**config.mk**
```make
export PLATFORM = sky130hd
export DESIGN_NAME = pbus_cycle_gen
export DESIGN_NICKNAME = d
export VERILOG_FILES = /design/src/rtl/pbcg_pkg.sv /design/src/rtl/pbcg_regs.sv /design/src/rtl/pbcg_seq.sv /design/src/rtl/pbus_cycle_gen.sv
export SDC_FILE = /design/constraint.sdc
export NUM_CORES = 1
export LEC_CHECK = 0
export BUFFER_PORTS_ARGS = -buffer_cell sky130_fd_sc_hd__buf_4
export CORE_UTILIZATION = 56
export CTS_BUF_LIST = sky130_fd_sc_hd__clkbuf_4 sky130_fd_sc_hd__clkbuf_8
export DETAILED_ROUTE_END_ITERATION = 8
export GPL_TIMING_DRIVEN = 0
export PLACE_DENSITY = 0.88
export SYNTH_ARGS = -nofsm -noshare
export SYNTH_HDL_FRONTEND = slang
export SYNTH_HIERARCHICAL = 1
export SYNTH_SLANG_ARGS = --single-unit
```
**constraint.sdc**
```tcl
create_clock -name clk -period 2.25 [get_ports clk]
set_input_delay 0.225 -clock clk [delete_from_list [all_inputs] [get_ports clk]]
set_output_delay 0.225 -clock clk [all_outputs]
set_load 0.05 [all_outputs]
```
**src/rtl/pbcg_pkg.sv**
```systemverilog
`timescale 1ns/100ps
package pbcg_pkg;

    localparam int MODE_W = 9;

    // Mode fields; bit positions matter because software writes them.
    typedef struct packed {
        logic dir_out;    // bit 8: direction, flipping it clears status
        logic bus_en;     // bit 7: must be 1 for any external cycle
        logic drq_block;  // bit 6: blocks drq towards the DMA engine
        logic rsvd;       // bit 5
        logic cnt_sel;    // bit 4: data window targets the sector count
        logic hd_pick;    // bit 3: 1 = hard-disk strobe, 0 = floppy strobe
        logic fd_a2;      // bit 2: floppy-only address line
        logic a1;         // bit 1: address line
        logic unused0;    // bit 0
    } mode_t;

    typedef enum logic [2:0] {
        PH_IDLE,
        PH_SETUP,
        PH_PULSE,
        PH_HOLD,
        PH_ACK
    } phase_e;

    // One external byte cycle, frozen at acceptance.
    typedef struct packed {
        logic       we;
        logic       hd;
        logic       a1;
        logic       a2;
        logic [7:0] data;
    } cyc_req_t;

    function automatic logic [15:0] pack_status(input logic err,
                                                input logic zero,
                                                input logic drq);
        return {13'd0, drq, zero, err};
    endfunction

endpackage

```
**src/rtl/pbcg_regs.sv**
```systemverilog
`timescale 1ns/100ps
module pbcg_regs
    import pbcg_pkg::*;
#(
    parameter int COUNT_W = 8
) (
    input  logic               clk,
    input  logic               rst,
    input  logic               mode_wr,
    input  logic               cnt_wr,
    input  logic [15:0]        wdata,
    input  logic               sec_dec,
    input  logic               dma_err,
    input  logic               drq_in,
    output mode_t              mode,
    output logic [COUNT_W-1:0] count,
    output logic [15:0]        status
);

    logic err_q;
    logic dir_flip;

    assign dir_flip = mode_wr && (wdata[MODE_W-1] != mode.dir_out);

    always_ff @(posedge clk) begin
        if (rst) begin
            mode <= '0;
        end else if (mode_wr) begin
            mode <= mode_t'(wdata[MODE_W-1:0]);
        end
    end

    // A direction flip wins over a simultaneous error pulse.
    always_ff @(posedge clk) begin
        if (rst) begin
            err_q <= 1'b0;
        end else if (dir_flip) begin
            err_q <= 1'b0;
        end else if (dma_err) begin
            err_q <= 1'b1;
        end
    end

    always_ff @(posedge clk) begin
        if (rst) begin
            count <= '0;
        end else if (cnt_wr) begin
            count <= wdata[COUNT_W-1:0];
        end else if (sec_dec && (count != '0)) begin
            count <= count - 1'b1;
        end
    end

    assign status = pack_status(err_q, count == '0, drq_in);

    AST_ERR_CLEAR: assert property (@(posedge clk) disable iff (rst)
        dir_flip |=> !status[0]);
    AST_CNT_FLOOR: assert property (@(posedge clk) disable iff (rst)
        (count == '0 && sec_dec && !cnt_wr) |=> count == '0);

endmodule

```
**src/rtl/pbcg_seq.sv**
```systemverilog
`timescale 1ns/100ps
module pbcg_seq
    import pbcg_pkg::*;
#(
    parameter int COUNT_W   = 8,
    parameter int SETUP_CYC = 2,
    parameter int PULSE_CYC = 4,
    parameter int HOLD_CYC  = 1
) (
    input  logic               clk,
    input  logic               rst,
    input  logic               cpu_valid,
    input  logic               cpu_sel,
    input  logic               cpu_we,
    input  logic [15:0]        cpu_wdata,
    output logic               cpu_ready,
    output logic [15:0]        cpu_rdata,
    input  mode_t              mode,
    input  logic [COUNT_W-1:0] count,
    input  logic [15:0]        status,
    output logic               mode_wr,
    output logic               cnt_wr,
    input  logic [7:0]         bus_din,
    output logic               hd_sel,
    output logic               fd_sel,
    output logic               bus_rw,
    output logic               bus_a1,
    output logic               bus_a2,
    output logic [7:0]         bus_dout,
    output logic               bus_doe
);

    localparam int MAX_PH = (SETUP_CYC > PULSE_CYC)
                          ? ((SETUP_CYC > HOLD_CYC) ? SETUP_CYC : HOLD_CYC)
                          : ((PULSE_CYC > HOLD_CYC) ? PULSE_CYC : HOLD_CYC);
    localparam int TW = (MAX_PH > 1) ? $clog2(MAX_PH) : 1;

    phase_e         ph;
    logic [TW-1:0]  tick;
    cyc_req_t       req;
    logic           accept;
    logic           win_acc;
    logic           go_bus;
    logic           in_cycle;

    assign accept  = (ph == PH_IDLE) && cpu_valid;
    assign win_acc = accept && !cpu_sel;
    assign go_bus  = win_acc && !mode.cnt_sel && mode.bus_en;
    assign mode_wr = accept && cpu_sel && cpu_we;
    assign cnt_wr  = win_acc && mode.cnt_sel && cpu_we;

    always_ff @(posedge clk) begin
        if (rst) begin
            ph        <= PH_IDLE;
            tick      <= '0;
            req       <= '0;
            cpu_rdata <= '0;
        end else begin
            unique case (ph)
                PH_IDLE: if (accept) begin
                    if (go_bus) begin
                        ph       <= PH_SETUP;
                        tick     <= TW'(SETUP_CYC - 1);
                        req.we   <= cpu_we;
                        req.hd   <= mode.hd_pick;
                        req.a1   <= mode.a1;
                        req.a2   <= mode.fd_a2 & ~mode.hd_pick;
                        req.data <= cpu_wdata[7:0];
                        cpu_rdata <= '0;
                    end else begin
                        ph <= PH_ACK;
                        if (cpu_we)             cpu_rdata <= '0;
                        else if (cpu_sel)       cpu_rdata <= status;
                        else if (mode.cnt_sel)  cpu_rdata <= 16'(count);
                        else                    cpu_rdata <= '0;
                    end
                end
                PH_SETUP: begin
                    if (tick == '0) begin
                        ph   <= PH_PULSE;
                        tick <= TW'(PULSE_CYC - 1);
                    end else begin
                        tick <= tick - 1'b1;
                    end
                end
                PH_PULSE: begin
                    if (tick == '0) begin
                        ph   <= PH_HOLD;
                        tick <= TW'(HOLD_CYC - 1);
                        if (!req.we) cpu_rdata <= {8'd0, bus_din};
                    end else begin
                        tick <= tick - 1'b1;
                    end
                end
                PH_HOLD: begin
                    if (tick == '0) ph <= PH_ACK;
                    else            tick <= tick - 1'b1;
                end
                PH_ACK: ph <= PH_IDLE;
                default: ph <= PH_IDLE;
            endcase
        end
    end

    assign in_cycle  = (ph == PH_SETUP) || (ph == PH_PULSE) || (ph == PH_HOLD);
    assign hd_sel    = (ph == PH_PULSE) &&  req.hd;
    assign fd_sel    = (ph == PH_PULSE) && !req.hd;
    assign bus_rw    = in_cycle ? ~req.we : 1'b1;
    assign bus_a1    = in_cycle & req.a1;
    assign bus_a2    = in_cycle & req.a2;
    assign bus_doe   = in_cycle & req.we;
    assign bus_dout  = req.data;
    assign cpu_ready = (ph == PH_ACK);

    AST_SEL_EXCL: assert property (@(posedge clk) disable iff (rst)
        !(hd_sel && fd_sel));
    AST_READY_PULSE: assert property (@(posedge clk) disable iff (rst)
        cpu_ready |=> !cpu_ready);
    AST_PULSE_STABLE: assert property (@(posedge clk) disable iff (rst)
        ((hd_sel || fd_sel) && $past(hd_sel || fd_sel)) |->
        ($stable(bus_dout) && $stable(bus_a1) && $stable(bus_rw)));

endmodule

```
**src/rtl/pbus_cycle_gen.sv**
```systemverilog
`timescale 1ns/100ps
module pbus_cycle_gen
    import pbcg_pkg::*;
#(
    parameter int COUNT_W   = 8,
    parameter int SETUP_CYC = 2,
    parameter int PULSE_CYC = 4,
    parameter int HOLD_CYC  = 1
) (
    input  logic        clk,
    input  logic        rst,
    input  logic        cpu_valid,
    input  logic        cpu_sel,
    input  logic        cpu_we,
    input  logic [15:0] cpu_wdata,
    output logic        cpu_ready,
    output logic [15:0] cpu_rdata,
    output logic        hd_sel,
    output logic        fd_sel,
    output logic        bus_rw,
    output logic        bus_a1,
    output logic        bus_a2,
    output logic [7:0]  bus_dout,
    output logic        bus_doe,
    input  logic [7:0]  bus_din,
    input  logic        drq_in,
    output logic        drq_out,
    input  logic        dma_err,
    input  logic        sec_dec
);

    mode_t              mode;
    logic [COUNT_W-1:0] count;
    logic [15:0]        status;
    logic               mode_wr;
    logic               cnt_wr;

    pbcg_regs #(.COUNT_W(COUNT_W)) u_regs (
        .clk     (clk),
        .rst     (rst),
        .mode_wr (mode_wr),
        .cnt_wr  (cnt_wr),
        .wdata   (cpu_wdata),
        .sec_dec (sec_dec),
        .dma_err (dma_err),
        .drq_in  (drq_in),
        .mode    (mode),
        .count   (count),
        .status  (status)
    );

    pbcg_seq #(
        .COUNT_W   (COUNT_W),
        .SETUP_CYC (SETUP_CYC),
        .PULSE_CYC (PULSE_CYC),
        .HOLD_CYC  (HOLD_CYC)
    ) u_seq (
        .clk       (clk),
        .rst       (rst),
        .cpu_valid (cpu_valid),
        .cpu_sel   (cpu_sel),
        .cpu_we    (cpu_we),
        .cpu_wdata (cpu_wdata),
        .cpu_ready (cpu_ready),
        .cpu_rdata (cpu_rdata),
        .mode      (mode),
        .count     (count),
        .status    (status),
        .mode_wr   (mode_wr),
        .cnt_wr    (cnt_wr),
        .bus_din   (bus_din),
        .hd_sel    (hd_sel),
        .fd_sel    (fd_sel),
        .bus_rw    (bus_rw),
        .bus_a1    (bus_a1),
        .bus_a2    (bus_a2),
        .bus_dout  (bus_dout),
        .bus_doe   (bus_doe)
    );

    assign drq_out = drq_in & ~mode.drq_block;

    AST_DRQ_BLOCK: assert property (@(posedge clk) disable iff (rst)
        mode.drq_block |-> !drq_out);
    AST_NO_CYC_BLOCKED: assert property (@(posedge clk) disable iff (rst)
        (hd_sel || fd_sel) |-> (mode.bus_en && !mode.cnt_sel));

endmodule

```
==> run_results.csv, run 1 <==
group,metric,value,unit
placed_design,gp_congestion,0.838,
drt,wirelength,5990,microns
pwr,p_switching,0.882,mW
sta,finalCritPeriodShare,86.8,%
sta,setup_ws,0.297,ns
floorplan,core-area,4380,sq um
clocking,cts_root_buffer,"clkbuf_8",
sta,max_freq,512,MHz
drt,wl_per_cell,14.1,microns
floorplan,io_pins,64,
sta,final-hold-violation-count,0,
setup_path,cp-start-kind,"register",
sta,skew,0.00452,ns
clocking,htree_levels,2,
clocking,numClockSinks,49,
setup_path,arrival,1.73,ns
pwr,intPower,1.71,mW
pwr,p_seq_share,41.7,%
cells_and_area,nFillCells,334,
synth,synth_area,2580,sq um
placed_design,place_area,3100,sq um
setup_path,cp.required,2.03,ns
pwr,p_clk_share,25.6,%
placed_design,io_buffers,54,
setup_path,cp_slowest_cell,"dfxtp_1",
hold_path,min_path_cells,3,
sta,finalMaxSlewViolations,0,
floorplan,die_area,4890,sq um
setup_path,rr_endpoint,"u_regs/count[0]",
clocking,clk_pin_slew_worst_paths,0.09,ns
setup_path,critical_path_class,"reg2out",
clocking,clk_path_buf_depth,2,
drt,drc_errors,0,
grt,first_global_vias,2236,
setup_path,end_kind,"primary output",
floorplan,rows,24,
hold_path,min_to,"u_seq/bus_dout[5]",
setup_path,rr_startpoint,"u_regs/mode[4]",
synth,postSynthCellCount,299,
grt,antenna_found_initial,0,
grt,grt_first_pass_wirelength,10200,microns
cells_and_area,syn_to_final_growth,24.8,%
floorplan,initial_core_util,58.9,%
cells_and_area,fin_area,3220,sq um
drt,vias_per_cell,5.53,
sta,setup_tns,0,ns
clocking,cts_hold_buf,0,
cells_and_area,final_nets,409,
sta,slew_headroom,52.3,%
clocking,cts_resized,0,
hold_path,min_path_type,"in2reg",
drt,drtAntennaViolNets,0,
drt,vias,2352,
run,max_cap_violations,0,
drt,first_pass_iters,4,
floorplan,die_w,69.9,microns
grt,grt_max_degree,16,
pwr,swShare,34.0,%
placed_design,pre_cts_slack,0.188,ns
clocking,insertion_delay,0.31,ns
clocking,cts_tree,"yes",
synth,avgSynthCellArea,8.64,sq um
floorplan,dieHeight,69.9,microns
pwr,ir_drop,0.603,mV
sta,tightest_slew,0.711,ns
pwr,p_leak,1.37,nW
clocking,cts_buffers,5,
grt,grt_util_all_layers,25.9,%
clocking,post_cts_buffers,0,
setup_path,critPathMaxFanout,10,
sta,min_period,1.95,ns
pwr,power_density,804,nW/um^2
pwr,power_frac_comb,32.7,%
sta,rsz0062_at_grt,"false",
setup_path,worstPathCellList,"nor3b_1, buf_2, and2_1, buf_4",
drt,drt_iter0_drc,169,
synth,yosysWarnings,6,
hold_path,hp-start,"cpu_wdata[5]",
cells_and_area,drive_gt1_share,27.9,%
status,status,"completed",
grt,grt-ovfl-total,0,
sta,finalSetupViolCount,0,
cells_and_area,antenna_cells,0,
setup_path,reg2reg_slack,0.33,ns
placed_design,dp_hpwl,4450,microns
setup_path,cpPeakStageDelay,0.52,ns
setup_path,worst_r2r_path_depth,6,
flip-flops by register name, indices dropped and copies added, names as in the netlist:
register         flops
u_regs/err_q         1
u_seq/tick           2
u_regs/mode          7
u_seq/cpu_rdata     16
u_seq/req            4
u_seq/bus_dout       8
u_seq/ph             3
u_regs/count         8
how the worst max path moves through the flow:
stage	from	to	slack, ns
after floorplan	u_seq/ph[2]	cpu_ready	0.39
after global placement	u_seq/ph[1]	u_regs/count[2]	0.23
after detailed placement	u_regs/mode[4]	u_regs/count[2]	0.19
after CTS	u_regs/mode[4]	u_regs/count[2]	0.10
after global routing	u_seq/ph[1]	fd_sel	0.19
final	u_seq/ph[1]	hd_sel	0.30
layout by cell type (no fill, tap or decap), drive strengths merged, types with 3 or more instances in the layout:
cell	count
buf	85
dfxtp	49
nor2	38
nand2	19
mux2i	18
a21oi	17
clkbuf	16
nor3	15
conb	13
inv	10
nand3	10
a221oi	9
a22o	7
o21ai	6
nor3b	5
ha	5
nor2b	5
o21a	4
xor2	4
a211oi	4
and2	4
or3	3
final cells by class:
cell class	count	area, sq um	area share [%]
Buffer	41	268	8.30
Timing Repair Buffer	54	405	12.6
Sequential cell	49	981	30.4
Tap cell	52	65.1	2.02
Inverter	11	45.0	1.40
Clock buffer	6	82.6	2.56
Clock inverter	2	37.5	1.16
Multi-Input combinational cell	210	1340	41.6
metrics by stage:
stage	instances	power, mW	utilization (%)	hold slack [ns]
after floorplan	311	1.72	-	0.361
final	425	2.59	73.5	0.159
after global routing	425	2.75	73.5	0.172
after CTS	425	2.60	73.4	0.158
after detailed placement	417	1.93	70.7	0.446
after global placement	417	1.90	70.7	0.440
metal layers:
layer / GRT usage, % / part of all wire, % / vias up
li1: - / - / 1162
met1: 31.5 / 43 / 1102
met2: 44.4 / 50 / 79
met3: 6.06 / 5.3 / 9
met4: 9.11 / 1.5 / 0
met5: 0 / 0 / -
worst max-delay path, delay by kind of cell, from the launching register on:
family | cells | cell delay (ns)
and+or+nand+nor | 2 | 0.44
DFF | 1 | 0.52
buffers and inverters | 2 | 0.47
power groups by stage:
stage               clock, mW  combinational [mW]  sequential [mW]
detailed placement          0               0.831             1.10
global placement            0               0.808             1.09
global route            0.715               0.935             1.10
CTS                     0.679               0.839             1.08
finish                  0.664               0.848             1.08
floorplan                   0               0.592             1.13
No activity file was read; power rests on OpenSTA's default activity.
==> run 2, diff against run 1 <==
--- a/config.mk
+++ b/config.mk
@@ -5,8 +5,9 @@
 export SDC_FILE = /design/constraint.sdc
 export NUM_CORES = 1
 export LEC_CHECK = 0
+export ABC_AREA = 1
 export BUFFER_PORTS_ARGS = -buffer_cell sky130_fd_sc_hd__buf_4
-export CORE_UTILIZATION = 56
+export CORE_UTILIZATION = 57
 export CTS_BUF_LIST = sky130_fd_sc_hd__clkbuf_4 sky130_fd_sc_hd__clkbuf_8
 export DETAILED_ROUTE_END_ITERATION = 8
 export GPL_TIMING_DRIVEN = 0
==> run_results.csv, run 2 <==
group,metric,value,unit
placed_design,io_buffers,55,
setup_path,cpMostUsedCell,"nor2_1",
synth,avgSynthCellArea,6.26,sq um
setup_path,arrival,2.23,ns
placed_design,place_area,3480,sq um
grt,antenna_found_initial,0,
grt,met3_usage,4.66,%
drt,drt_iter0_drc,148,
sta,final-hold-violation-count,0,
cells_and_area,largest_reg_flops,16,
pwr,total_power,4.03,mW
drt,wl_per_cell,10.9,microns
sta,setup_ws,0.223,ns
status,status,"completed",
drt,wirelength,6680,microns
sta,min_period,2.03,ns
setup_path,critPathMaxFanout,8,
setup_path,cp.required,2.45,ns
placed_design,pre_cts_slack,0.242,ns
pwr,power_density,1130,nW/um^2
clocking,insertion_delay,0.32,ns
placed_design,dp_hpwl,5180,microns
drt,drc_errors,0,
clocking,clk_pin_slew_worst_paths,0.10,ns
drt,vias,2967,
drt,first_pass_iters,4,
setup_path,cp-start-kind,"register",
cells_and_area,nFillCells,401,
cells_and_area,final_cell_mix,"nand2_1 (126), nor2_1 (92), buf_4 (80)",
grt,grt_first_pass_wirelength,11100,microns
sta,setup_tns,0,ns
cells_and_area,final_nets,580,
synth,yosysWarnings,6,
setup_path,critical_path_class,"reg2reg",
floorplan,core-area,4850,sq um
floorplan,die_w,73.7,microns
pwr,p_leak,1.94,nW
floorplan,io_pins,64,
setup_path,reg2reg_slack,0.22,ns
clocking,cts_tree,"yes",
clocking,cts_resized,0,
setup_path,cp_slowest_cell,"nor4_1",
hold_path,min_to,"u_seq/req[10]",
sta,rsz0062_at_grt,"false",
clocking,cts_root_buffer,"clkbuf_8",
cells_and_area,fin_area,3570,sq um
setup_path,rr_endpoint,"u_regs/count[7]",
grt,grt-ovfl-total,0,
clocking,htree_levels,2,
floorplan,initial_core_util,60.5,%
setup_path,end_kind,"register",
pwr,swShare,49.3,%
grt,grt_util_all_layers,26.3,%
clocking,numClockSinks,49,
clocking,clk_path_buf_depth,2,
hold_path,hp-start,"rst",
grt,use_met2,47.0,%
setup_path,startpoint,"u_seq/ph[1]",
cells_and_area,layout_commonest_cell,"nand2_1",
synth,synth_area,2930,sq um
setup_path,cpPeakStageDelay,0.38,ns
hold_path,min_path_cells,2,
run,max_cap_violations,0,
synth,postSynthCellCount,469,
grt,first_global_vias,2702,
grt,grt_max_degree,18,
grt,use_met1,31.2,%
floorplan,die_area,5440,sq um
cells_and_area,regMostFlops,"u_seq/cpu_rdata",
setup_path,worst_r2r_path_depth,10,
sta,max_freq,493,MHz
pwr,power_frac_comb,56.2,%
pwr,ir_drop,0.551,mV
clocking,post_cts_buffers,0,
cells_and_area,syn_to_final_growth,21.7,%
clocking,cts_buffers,5,
setup_path,worstPathCellList,"inv_2, nand2_2, nor2_2, nand2_2, nor4_1, inv_1, nand3_1, nor2_1, nor2_1, nor2_1",
clocking,cts_hold_buf,0,
floorplan,rows,25,
floorplan,dieHeight,73.7,microns
drt,vias_per_cell,4.86,
cells_and_area,antenna_cells,0,
hold_path,min_path_type,"in2reg",
sta,finalSetupViolCount,0,
pwr,p_switching,1.99,mW
cells_and_area,drive_gt1_share,23.3,%
setup_path,rr_startpoint,"u_seq/ph[1]",
grt,grt-busiest-layer,"met2",
sta,finalMaxSlewViolations,0,
pwr,p_seq_share,30.2,%
sta,finalCritPeriodShare,90.1,%
drt,drtAntennaViolNets,0,
placed_design,gp_congestion,0.886,
pwr,p_clk_share,13.6,%
pwr,intPower,2.05,mW
sta,skew,0.0109,ns
[run 2: layout make-up]
class | instances | area [sq um] | share of cell area [%]
clock inverters | 3 | 26.3 | 0.736
inverters | 63 | 241 | 6.76
multi-input cells | 329 | 1490 | 41.7
repair buffers | 55 | 413 | 11.6
flip-flops and latches | 49 | 981 | 27.5
clock buffers | 5 | 68.8 | 1.93
well taps | 67 | 83.8 | 2.35
plain buffers | 40 | 268 | 7.50
[run 2: per-layer routing]
metal | part of all wire, % | vias up
met1 | 44 | 1317
met2 | 50 | 88
met3 | 4.8 | 23
met5 | 0 | -
met4 | 1.8 | 0
li1 | - | 1539
[run 2: how the worst max path moves through the flow]
stage,slack (ns),endpoint
2_1_floorplan,0.25,bus_rw
3_3_place_gp,0.37,u_regs/count[7]
3_5_place_dp,0.24,u_regs/count[7]
4_1_cts,0.24,u_regs/count[7]
5_1_grt,0.04,u_regs/count[7]
6_report,0.22,u_regs/count[7]
[run 2: critical path: cells and delay by family (launching register included)]
| kind | cells | cell delay, ns |
|---|---|---|
| flip-flops | 1 | 0.37 |
| buffers and inverters | 2 | 0.40 |
| AND/OR/NAND/NOR | 8 | 1.14 |
[run 2: per-stage QoR]
step	hold slack [ns]	utilization, %	cells
detailed placement	0.439	71.7	603
global route	0.103	73.7	611
floorplan	0.287	-	481
CTS	0.0928	73.7	611
finish	0.102	73.7	611
global placement	0.439	71.7	603
[run 2: power by group through the flow]
| stage | clock, mW | sequential [mW] | combinational (mW) |
|---|---|---|---|
| 2_1_floorplan | 0 | 1.49 | 1.46 |
| 3_3_place_gp | 0 | 1.23 | 2.16 |
| 3_5_place_dp | 0 | 1.24 | 2.24 |
| 4_1_cts | 0.561 | 1.22 | 2.26 |
| 5_1_grt | 0.594 | 1.24 | 2.52 |
| 6_report | 0.549 | 1.22 | 2.27 |
